[config.mk]
export PLATFORM = sky130hd
export DESIGN_NAME = blkxfer_seq
export DESIGN_NICKNAME = d
export VERILOG_FILES = /design/src/rtl/blkxfer_pkg.sv /design/src/rtl/blkxfer_ctrl.sv /design/src/rtl/blkxfer_path.sv /design/src/rtl/blkxfer_seq.sv
export SDC_FILE = /design/constraint.sdc
export NUM_CORES = 1
export LEC_CHECK = 0
export ABC_AREA = 1
export BUFFER_PORTS_ARGS = -buffer_cell sky130_fd_sc_hd__buf_2
export CORE_UTILIZATION = 35
export CTS_CLUSTER_DIAMETER = 80
export DETAILED_ROUTE_END_ITERATION = 10
export PLACE_DENSITY = 0.58
export REMOVE_ABC_BUFFERS = 1
export SLEW_MARGIN = 40
export SYNTH_ARGS = -nofsm -noshare
export SYNTH_HDL_FRONTEND = slang
export SYNTH_HIERARCHICAL = 1
export SYNTH_SLANG_ARGS = --single-unit
[constraint.sdc]
create_clock -name clk -period 8 [get_ports clk]
set_input_delay 1.2 -clock clk [delete_from_list [all_inputs] [get_ports clk]]
set_output_delay 1.2 -clock clk [all_outputs]
set_load 0.005 [all_outputs]
[src/rtl/blkxfer_pkg.sv]
package blkxfer_pkg;

  typedef enum logic [1:0] {
    AM_UP_AT   = 2'b00,
    AM_UP_NEXT = 2'b01,
    AM_DN_AT   = 2'b10,
    AM_DN_NEXT = 2'b11
  } addrMode_e;

  typedef struct packed {
    logic capture;
    logic advance;
  } seqStrobe_t;

  // Decode direct mode or stack alias into an effective addressing mode.
  function automatic addrMode_e resolveMode(input logic [2:0] sel, input logic load);
    addrMode_e m;
    if (!sel[2]) begin
      m = addrMode_e'(sel[1:0]);
    end else if (!load) begin
      case (sel[1:0])
        2'b00:   m = AM_DN_NEXT;
        2'b01:   m = AM_UP_NEXT;
        2'b10:   m = AM_DN_AT;
        default: m = AM_UP_AT;
      endcase
    end else begin
      case (sel[1:0])
        2'b00:   m = AM_UP_AT;
        2'b01:   m = AM_DN_AT;
        2'b10:   m = AM_UP_NEXT;
        default: m = AM_DN_NEXT;
      endcase
    end
    return m;
  endfunction

endpackage

[src/rtl/blkxfer_ctrl.sv]
module blkxfer_ctrl
  import blkxfer_pkg::*;
(
  input  logic       clk,
  input  logic       rstN,
  input  logic       startValid,
  input  logic       reqEmpty,
  input  logic       lastBeat,
  input  logic       xferReady,
  output seqStrobe_t strobe,
  output logic       startReady,
  output logic       xferValid,
  output logic       done
);

  typedef enum logic [1:0] {S_IDLE, S_RUN, S_DONE} seqState_e;
  seqState_e state;

  always_ff @(posedge clk) begin
    if (!rstN) begin
      state <= S_IDLE;
    end else begin
      case (state)
        S_IDLE:  if (startValid) state <= reqEmpty ? S_DONE : S_RUN;
        S_RUN:   if (xferReady && lastBeat) state <= S_DONE;
        default: state <= S_IDLE;
      endcase
    end
  end

  always_comb begin
    startReady     = (state == S_IDLE);
    xferValid      = (state == S_RUN);
    done           = (state == S_DONE);
    strobe.capture = startReady && startValid;
    strobe.advance = xferValid && xferReady;
  end

endmodule

[src/rtl/blkxfer_path.sv]
module blkxfer_path
  import blkxfer_pkg::*;
#(
  parameter int REG_COUNT  = 16,
  parameter int ADDR_W     = 32,
  parameter int WORD_BYTES = 4,
  localparam int IDX_W     = $clog2(REG_COUNT),
  localparam int CNT_W     = $clog2(REG_COUNT + 1),
  localparam int SHIFT     = $clog2(WORD_BYTES)
)(
  input  logic                 clk,
  input  logic                 rstN,
  input  seqStrobe_t           strobe,
  input  logic [REG_COUNT-1:0] regMask,
  input  logic [ADDR_W-1:0]    baseAddr,
  input  logic [2:0]           modeSel,
  input  logic                 isLoad,
  input  logic                 wbEn,
  output logic                 reqEmpty,
  output logic                 lastBeat,
  output logic [IDX_W-1:0]     xferReg,
  output logic [ADDR_W-1:0]    xferAddr,
  output logic                 xferLoad,
  output logic                 wbEnHeld,
  output logic [ADDR_W-1:0]    wbValue
);

  logic [REG_COUNT-1:0] pendMask;
  logic [ADDR_W-1:0]    curAddr;
  logic [ADDR_W-1:0]    endBase;
  logic                 heldLoad;
  logic                 heldWb;

  logic [CNT_W-1:0]     reqCount;
  logic [ADDR_W-1:0]    spanBytes;
  logic [ADDR_W-1:0]    wordStep;
  logic [ADDR_W-1:0]    firstAddr;
  logic [ADDR_W-1:0]    finalBase;
  logic [IDX_W-1:0]     lowIdx;
  addrMode_e            effMode;

  // Number of registers in the incoming request.
  always_comb begin
    reqCount = '0;
    for (int i = 0; i < REG_COUNT; i++) begin
      reqCount = reqCount + CNT_W'(regMask[i]);
    end
  end

  assign wordStep  = ADDR_W'(WORD_BYTES);
  assign spanBytes = ADDR_W'(reqCount) << SHIFT;
  assign effMode   = resolveMode(modeSel, isLoad);

  // Lowest register always lands on the lowest address.
  always_comb begin
    case (effMode)
      AM_UP_AT:   firstAddr = baseAddr;
      AM_UP_NEXT: firstAddr = baseAddr + wordStep;
      AM_DN_AT:   firstAddr = baseAddr - spanBytes + wordStep;
      default:    firstAddr = baseAddr - spanBytes;
    endcase
    finalBase = effMode[1] ? (baseAddr - spanBytes) : (baseAddr + spanBytes);
  end

  // Lowest pending register index.
  always_comb begin
    lowIdx = '0;
    for (int i = REG_COUNT - 1; i >= 0; i--) begin
      if (pendMask[i]) lowIdx = IDX_W'(i);
    end
  end

  always_ff @(posedge clk) begin
    if (!rstN) begin
      pendMask <= '0;
      curAddr  <= '0;
      endBase  <= '0;
      heldLoad <= 1'b0;
      heldWb   <= 1'b0;
    end else if (strobe.capture) begin
      pendMask <= regMask;
      curAddr  <= firstAddr;
      endBase  <= finalBase;
      heldLoad <= isLoad;
      heldWb   <= wbEn;
    end else if (strobe.advance) begin
      pendMask <= pendMask & (pendMask - 1'b1);
      curAddr  <= curAddr + wordStep;
    end
  end

  assign reqEmpty = (regMask == '0);
  assign lastBeat = ((pendMask & (pendMask - 1'b1)) == '0);
  assign xferReg  = lowIdx;
  assign xferAddr = curAddr;
  assign xferLoad = heldLoad;
  assign wbEnHeld = heldWb;
  assign wbValue  = endBase;

endmodule

[src/rtl/blkxfer_seq.sv]
module blkxfer_seq
  import blkxfer_pkg::*;
#(
  parameter int REG_COUNT  = 16,
  parameter int ADDR_W     = 32,
  parameter int WORD_BYTES = 4,
  localparam int IDX_W     = $clog2(REG_COUNT)
)(
  input  logic                 clk,
  input  logic                 rstN,
  input  logic                 startValid,
  output logic                 startReady,
  input  logic [REG_COUNT-1:0] regMask,
  input  logic [ADDR_W-1:0]    baseAddr,
  input  logic [2:0]           modeSel,
  input  logic                 isLoad,
  input  logic                 wbEn,
  output logic                 xferValid,
  input  logic                 xferReady,
  output logic [IDX_W-1:0]     xferReg,
  output logic [ADDR_W-1:0]    xferAddr,
  output logic                 xferLoad,
  output logic                 done,
  output logic                 wbValid,
  output logic [ADDR_W-1:0]    wbValue
);

  seqStrobe_t strobe;
  logic       reqEmpty;
  logic       lastBeat;
  logic       wbEnHeld;

  blkxfer_ctrl u_ctrl (
    .clk        (clk),
    .rstN       (rstN),
    .startValid (startValid),
    .reqEmpty   (reqEmpty),
    .lastBeat   (lastBeat),
    .xferReady  (xferReady),
    .strobe     (strobe),
    .startReady (startReady),
    .xferValid  (xferValid),
    .done       (done)
  );

  blkxfer_path #(
    .REG_COUNT  (REG_COUNT),
    .ADDR_W     (ADDR_W),
    .WORD_BYTES (WORD_BYTES)
  ) u_path (
    .clk      (clk),
    .rstN     (rstN),
    .strobe   (strobe),
    .regMask  (regMask),
    .baseAddr (baseAddr),
    .modeSel  (modeSel),
    .isLoad   (isLoad),
    .wbEn     (wbEn),
    .reqEmpty (reqEmpty),
    .lastBeat (lastBeat),
    .xferReg  (xferReg),
    .xferAddr (xferAddr),
    .xferLoad (xferLoad),
    .wbEnHeld (wbEnHeld),
    .wbValue  (wbValue)
  );

  assign wbValid = done && wbEnHeld;

endmodule

==> PnR_summary.wiki <==
{| class="wikitable"
! Metric !! Value
|-
| Transition at the pin with the smallest max-transition slack || 0.804 ns
|-
| Portion of total power attributed to sequential cells || 23.0%
|-
| Classification of the worst setup path || in2reg
|-
| Slack of the worst reg-to-reg path || 5.35 ns
|-
| Synth Area in Simple Gates || 41.8%
|-
| Arrival time of data at the critical path endpoint || 6.91 ns
|-
| Via count of the first global-routing pass || 9945
|-
| Netlist cell types || 48
|-
| Count of flip-flops with a built-in enable after synthesis || 0
|-
| Util after Layout || 40.1%
|-
| Most used cells in the layout excluding fill and tap cells || sky130_fd_sc_hd__nand2_1, sky130_fd_sc_hd__inv_1, sky130_fd_sc_hd__nor2_1
|-
| Yosys synthesis warning count || 6
|-
| Cell area after placement || 10100 um^2
|-
| Logic pwr share || 56.1%
|-
| Fraction of the cycle the final worst path needs || 82.7%
|-
| Num ports || 130
|-
| Outcome || completed
|-
| # Max-Cap Violations || 0
|-
| Post-detailed-routing wire length || 35900 um
|-
| Number of pins exceeding their max-slew limit in the final report || 0
|-
| Synthesized netlist cell count || 1591
|-
| Maximum fanout along the worst path || 10
|-
| Clock Skews || 0.00969 ns
|-
| Initial Util || 35.6%
|-
| Clock insertion delay at the later pin of the skew report || 0.36 ns
|-
| Cell area after layout || 10400 um^2
|-
| Worst r2r src || u_path/xferAddr[2]
|-
| Achievable frequency || 0.151 GHz
|-
| Internal Power || 0.00113 W
|-
| Detailed-route wire length per cell || 17.8 um
|-
| Y dimension of the die || 165 um
|-
| Library cell appearing most often on the critical path || sky130_fd_sc_hd__nand2_1
|-
| Number of antenna-violating nets in the routed design || 0
|-
| GRT Total Usage || 26.4%
|-
| Number of buffers on the longest clock path || 2
|-
| Portion of the post-synthesis area used by sequential elements || 18.1%
|-
| First-pass GRT wire length || 54900 um
|-
| Critical-path top delay cell || sky130_fd_sc_hd__nor3_1
|-
| Post-layout minimum cycle time || 6.61 ns
|-
| Main combinational cell family by area after synthesis || simple AND/OR/NAND/NOR gates
|-
| Setup repair after global routing missed its margin || no
|-
| Adder-cell share of the synthesized area || 5.42%
|-
| Compound-gate portion of the synthesized area || 19.2%
|-
| Placeable core region || 26100 um^2
|-
| Beginning of the critical path || regMask[3]
|-
| Final setup viols || 0
|-
| Total number of vias || 10900
|-
| Most instantiated flip-flop cell in the synthesis netlist || sky130_fd_sc_hd__dfxtp_1
|-
| DR vias/cell || 5.40
|-
| Worst r2r path cells || 14
|-
| Power density normalized to cell area || 216 nW/um^2
|-
| Switching power summed over all nets || 0.00112 W
|-
| Clock share of power || 21.0%
|-
| Setup TNS || 0 ns
|-
| Total clock buffers created by CTS || 9
|-
| Detailed placement HPWL || 26800 um
|-
| Hold buffer count at CTS || 0
|-
| Final Instance Count excl. Fillers || 2011
|-
| Pin count of the biggest net entering global routing || 82
|-
| Floorplan row count || 59
|-
| Worst path required time || 8.29 ns
|-
| Root Buffer || sky130_fd_sc_hd__clkbuf_16
|-
| Fraction of power spent switching nets || 49.8%
|-
| Crit. End Element || register
|-
| Maximum single-stage delay on the critical path || 0.55 ns
|-
| Worst hold path type || reg2reg
|-
| Static Leakage || 5.00 nW
|-
| Highest ir drop seen on vdd || 0.167 mV
|-
| Synthesized flop and latch total || 84
|-
| Post-synth ARST share || 0%
|-
| Crit path capture || u_path/xferAddr[28]
|-
| XOR/XNOR Fraction of Synth Area || 3.49%
|-
| DRT Pass-1 Iters || 6
|-
| H-Tree Depth || 3
|-
| Die width || 165 um
|-
| Initial antenna violation count || 0
|-
| Setup crit start kind || input pin
|-
| Global route overflow || 0
|-
| Buffers inserted during post-CTS setup optimization || 0
|-
| Final routed DRC violation total || 0
|-
| NumNets Final || 1761
|-
| Endpoints failing hold || 0
|-
| Dpl cells || 1995
|-
| PnR Total Power || 0.00225 W
|-
| Floorplan die area || 27200 um^2
|-
| Area of the mapped netlist || 9280 um^2
|-
| Worst relative slew slack || 46.3%
|-
| Clock-pin slew on the worst setup and hold paths || 0.07 ns
|-
| Crit Reg-Reg Endpoint || u_path/xferAddr[30]
|-
| Clock tree from TritonCTS || yes
|-
| Final weighted congestion in routability-driven placement || 0.995
|-
| Total inserted antenna cells || 0
|-
| Commonest non-fill, non-tap cell in the layout || sky130_fd_sc_hd__nand2_1
|-
| Number of DRC markers in iteration 0 || 991
|-
| Post-CTS Resized || 0
|-
| IO Port Bufs || 129
|-
| Number of sinks driven by the clock tree || 84
|-
| Post-synthesis to final-layout area growth || 12.6%
|-
| Average cell area after synthesis || 5.83 um^2
|-
| Multiplexer share of the synthesized area || 0%
|-
| Fraction of final layout cells sized beyond drive strength 1 || 15.6%
|}
[critical path: cells and delay by family]
kind,cells,cell delay (ns)
simple gates,18,2.32
compound gates,1,0.10
buf+inv,4,0.28
fa+ha+maj,7,2.99
[area by class of cell]
type	count	area [um^2]
inverter	213	801
sequential	84	1680
timing repair buffer	139	724
clock buffer	10	239
multi-input combinational	1224	6500
fill	2943	15600
clock inverter	6	76.3
tap	335	419
[power groups by stage]
stage / combinational [W] / clock (W) / sequential [W]
5_1_grt: 0.00140 / 0.000500 / 0.000526
6_report: 0.00126 / 0.000473 / 0.000518
3_5_place_dp: 0.00124 / 0 / 0.000527
2_1_floorplan: 0.000860 / 0 / 0.000524
3_3_place_gp: 0.00123 / 0 / 0.000527
4_1_cts: 0.00125 / 0.000488 / 0.000518
[worst min-delay path by stage]
stage | start | end | slack (ns) | depth (start not counted)
floorplan | u_path/wbValue[0] | u_path/wbValue[0] | 0.46 | 2
global placement | u_path/wbValue[0] | u_path/wbValue[0] | 0.45 | 2
detailed placement | u_path/wbValue[11] | u_path/wbValue[11] | 0.45 | 2
CTS | u_path/wbValue[11] | u_path/wbValue[11] | 0.47 | 2
global route | u_path/wbValue[1] | u_path/wbValue[1] | 0.48 | 2
finish | u_path/wbValue[11] | u_path/wbValue[11] | 0.46 | 2
[state kept, by name, indices dropped and copies added, names as in the netlist]
register         count
u_path/wbEnHeld      1
u_path/xferLoad      1
u_path/wbValue      32
u_ctrl/state         2
u_path/xferAddr     32
u_path/pendMask     16
[cells by family (layout without fill, tap and decap cells)]
family	count (synthesis)	in the layout
AO/OA/AOI/OAI	314	314
XOR/XNOR	37	37
adder cells (fa/ha/maj)	33	33
buffers and inverters	283	368
flip-flops	84	84
AND/OR/NAND/NOR	840	840
[per-stage QoR]
step | hold WS, ns | setup WS [ns]
2_1_floorplan | 0.458 | 0.866
3_3_place_gp | 0.450 | 1.23
3_5_place_dp | 0.454 | 1.09
4_1_cts | 0.466 | 1.47
5_1_grt | 0.484 | 0.979
6_report | 0.463 | 1.39
[cell usage after synthesis (all sizes together) (21+ instances only)]
master  instances  area share, %
nand2         442             19
dfxtp          84             18
nand3         134            8.1
ha             21            2.8
clkbuf         45            1.8
inv           210            8.5
a21oi         111            6.2
nand4          27            1.8
nor2          187            9.8
o21ai         119            6.5
o211ai         36            2.9
xor2           31            2.9
nor3           25            1.4
a31oi          30            2.0
buf            25            1.5
[layer usage]
layer / GRT usage [%] / up-vias / wire (um)
met5: 0 / - / 0
met4: 14.9 / 0 / 1910
met3: 3.31 / 80 / 2250
met2: 43.0 / 457 / 16100
met1: 33.6 / 4957 / 15600
li1: - / 5363 / -
Power figures use the tool's default switching activity.
